### src/rtl/skew_pipe.sv
module skew_pipe #(
  parameter int unsigned W     = 8,
  parameter int unsigned DEPTH = 2
) (
  input  logic         clk,
  input  logic         rst_n,
  input  logic [W-1:0] d,
  output logic [W-1:0] q
);
  generate
    if (DEPTH == 0) begin : g_bypass
      assign q = d;
    end else begin : g_stages
      logic [W-1:0] stg_q [DEPTH];
      logic [W-1:0] stg_d [DEPTH];

      always_comb begin
        stg_d[0] = d;
        for (int i = 1; i < DEPTH; i++) stg_d[i] = stg_q[i-1];
      end

      always_ff @(posedge clk or negedge rst_n) begin
        if (!rst_n) begin
          for (int i = 0; i < DEPTH; i++) stg_q[i] <= '0;
        end else begin
          for (int i = 0; i < DEPTH; i++) stg_q[i] <= stg_d[i];
        end
      end

      assign q = stg_q[DEPTH-1];
    end
  endgenerate
endmodule

### config.mk
export PLATFORM = sky130hd
export DESIGN_NAME = skew_pipe
export DESIGN_NICKNAME = d
export VERILOG_FILES = /design/src/rtl/skew_pipe.sv
export SDC_FILE = /design/constraint.sdc
export NUM_CORES = 1
export LEC_CHECK = 0
export BUFFER_PORTS_ARGS = -buffer_cell sky130_fd_sc_hd__buf_4
export CORE_AREA = 2 2 39 41
export DETAILED_ROUTE_END_ITERATION = 8
export DIE_AREA = 0 0 41 43
export PLACE_DENSITY_LB_ADDON = 0.05
export SLEW_MARGIN = 20
export SYNTH_ARGS = -nofsm -noshare
export SYNTH_HDL_FRONTEND = slang
export SYNTH_SLANG_ARGS = --single-unit
export TNS_END_PERCENT = 20
### constraint.sdc
create_clock -name clk -period 0.8 [get_ports clk]
set_input_delay 0.04 -clock clk [delete_from_list [all_inputs] [get_ports clk]]
set_output_delay 0.04 -clock clk [all_outputs]
set_load 0.05 [all_outputs]
==> results.cfg <==
[setup_path]
cp.required_ps = 760
r2r.worst_path.cells = 0
end_kind = output port
ff2ff_setup_slack_ps = 330
worstPathMaxFanout = 1
slowest_stage = dfrtp_1
r2r_start = g_stages.stg_d[6]
cp_cell_sequence = buf_6
crit_family = flip-flops
slowest_delay_ps = 380
arrival_ps = 810
cp_num_buf_inv = 1
r2r-end = q[6]
critPathLaunchType = flip-flop
worstSetupPathType = reg -> out

[floorplan]
dieArea_mm2 = 0.001763
core.rowCount = 14
start_util = 0.2893
fp.dieW_um = 41
ios = 18
core_mm2 = 0.001384
chipHeight_um = 43

[finish]
finish.instance_area_um2 = 690.7
final_common_cell = dfrtp_1
n_antenna_cell = 0
mostFrequentLayoutCells = dfrtp_1, dlygate4sd3_1, buf_4
multi_input_area_um2 = 0
drive_gt1_frac = 0.4444
nets = 57
post_layout_nonfiller_instances = 61
multi_input_gates = 0
area_delta_synth_final_pct = 72.50

[timing]
whs_ps = 154.2
final.setup_skew_ps = 0.1526
worst_pin_slew_ps = 188.7
finalSetupViolations = 8
fmax_ghz = 1.181
fin_crit_sh = 1.058
rsz0062_at_grt = true
period_minus_slack_ps = 846.7
slew_viol_final = 0
slew_headroom = 0.8742
fin_ws_ps = -46.75
hold_violations = 0

[status]
status = complete, but fails checks
violations = setup timing

[detailed_routing]
drt-initial-drc-count = 1
vias = 228
ant_nets = 0
wl_per_cell_um = 9.377
drtPass1Iterations = 2
avgViaCountPerCell = 3.738
drt_wl_total_um = 572
drc = 0

[placement]
dpl_cell_area_um2 = 548.0
dp.cells = 49
gp_congestion = 0.5397
io_buffers = 17

[hold_path]
hold_path.class = in -> async

[clock_network]
root_buffer = clkbuf_4
cts_tree = done
htree_levels = 1
clkSinkCount = 16
postCtsSetupBuffers = 0
path_clk_slew_ps = 80
worstSkewPairLatency_ps = 270
clk_path_buf_depth = 2
numCtsBuffers = 3

[global_routing]
grt_max_degree = 17
grt_overflow = 0
grt.total_usage = 0.08633
grt_first_pass_wirelength_um = 966
grt_pass1_vias = 256
antenna_found_initial = 0

[synthesis]
ys_seq_area_frac = 1.000
syn_area_um2 = 400.4
ys_ff_latch = 16
synth_cell_type_count = 1
synth.avg_cell_area_um2 = 25.02
syn-instance-count = 16
ys_warn_count = 0
syn_nets = 26

[power_and_ir_drop]
vdd_ir_drop_max_v = 0.001138
power.leakage_nw = 0.3295
powerDensity_mw_per_mm2 = 2090

[job]
drv_cap = 0
flip-flops by register name (all words and copies together), names as in the netlist:
name / count
g_stages.stg_d: 8
q: 8
cell type report:
type                  instances  area, um^2
sequential                   16       400.4
tap                          16       20.02
clock buffer                  3       22.52
fill                        122       693.2
timing repair buffer         26       247.7
metal layers:
metal	part of all wire	track usage	wire, um
met4	0	0.06000	0
met1	0.37	0.09722	210
met3	0.075	0.03141	43
met2	0.55	0.1281	317
met5	0	0	0
Yosys cell counts (all sizes together):
master | count | area, um^2
dfrtp | 16 | 400.4
how the worst max path moves through the flow:
stage | startpoint | endpoint | slack, ps | cells past startpoint
after floorplan | q[0] | q[0] | 170 | 0
after global placement | q[0] | q[0] | 240 | 1
after detailed placement | q[6] | q[6] | 230 | 1
after CTS | q[6] | q[6] | -70 | 1
after global routing | q[7] | q[7] | -90 | 1
final | q[6] | q[6] | -50 | 1
logic make-up after synthesis:
kind of cell / after synthesis / share of synthesized area
flip-flops: 16 / 1.000
metrics by stage:
stage | util | TNS [ps] | power, mW | worst slack [ps]
floorplan | - | 0 | 0.9487 | 174.1
global placement | 0.3960 | 0 | 1.029 | 236.0
detailed placement | 0.3960 | 0 | 1.032 | 226.0
CTS | 0.4991 | -448.9 | 1.475 | -66.87
global route | 0.4991 | -602.8 | 1.514 | -85.82
finish | 0.4991 | -305.1 | 1.444 | -46.75
power by group:
group	leakage (nW)	internal [mW]	total (mW)	switching [mW]
logic	0.129	0.0954	0.203	0.108
clock network	0.0138	0.174	0.378	0.204
registers	0.186	0.849	0.862	0.0137
total	0.329	1.12	1.44	0.326
repair_timing:
| action | in CTS | in global routing |
|---|---|---|
| hold endpoints to repair | 24 | 0 |
| gates resized for setup | 8 | 0 |
| hold buffers | 9 | 0 |
| setup endpoints to repair | 8 | 8 |
Power figures use the tool's default switching activity.
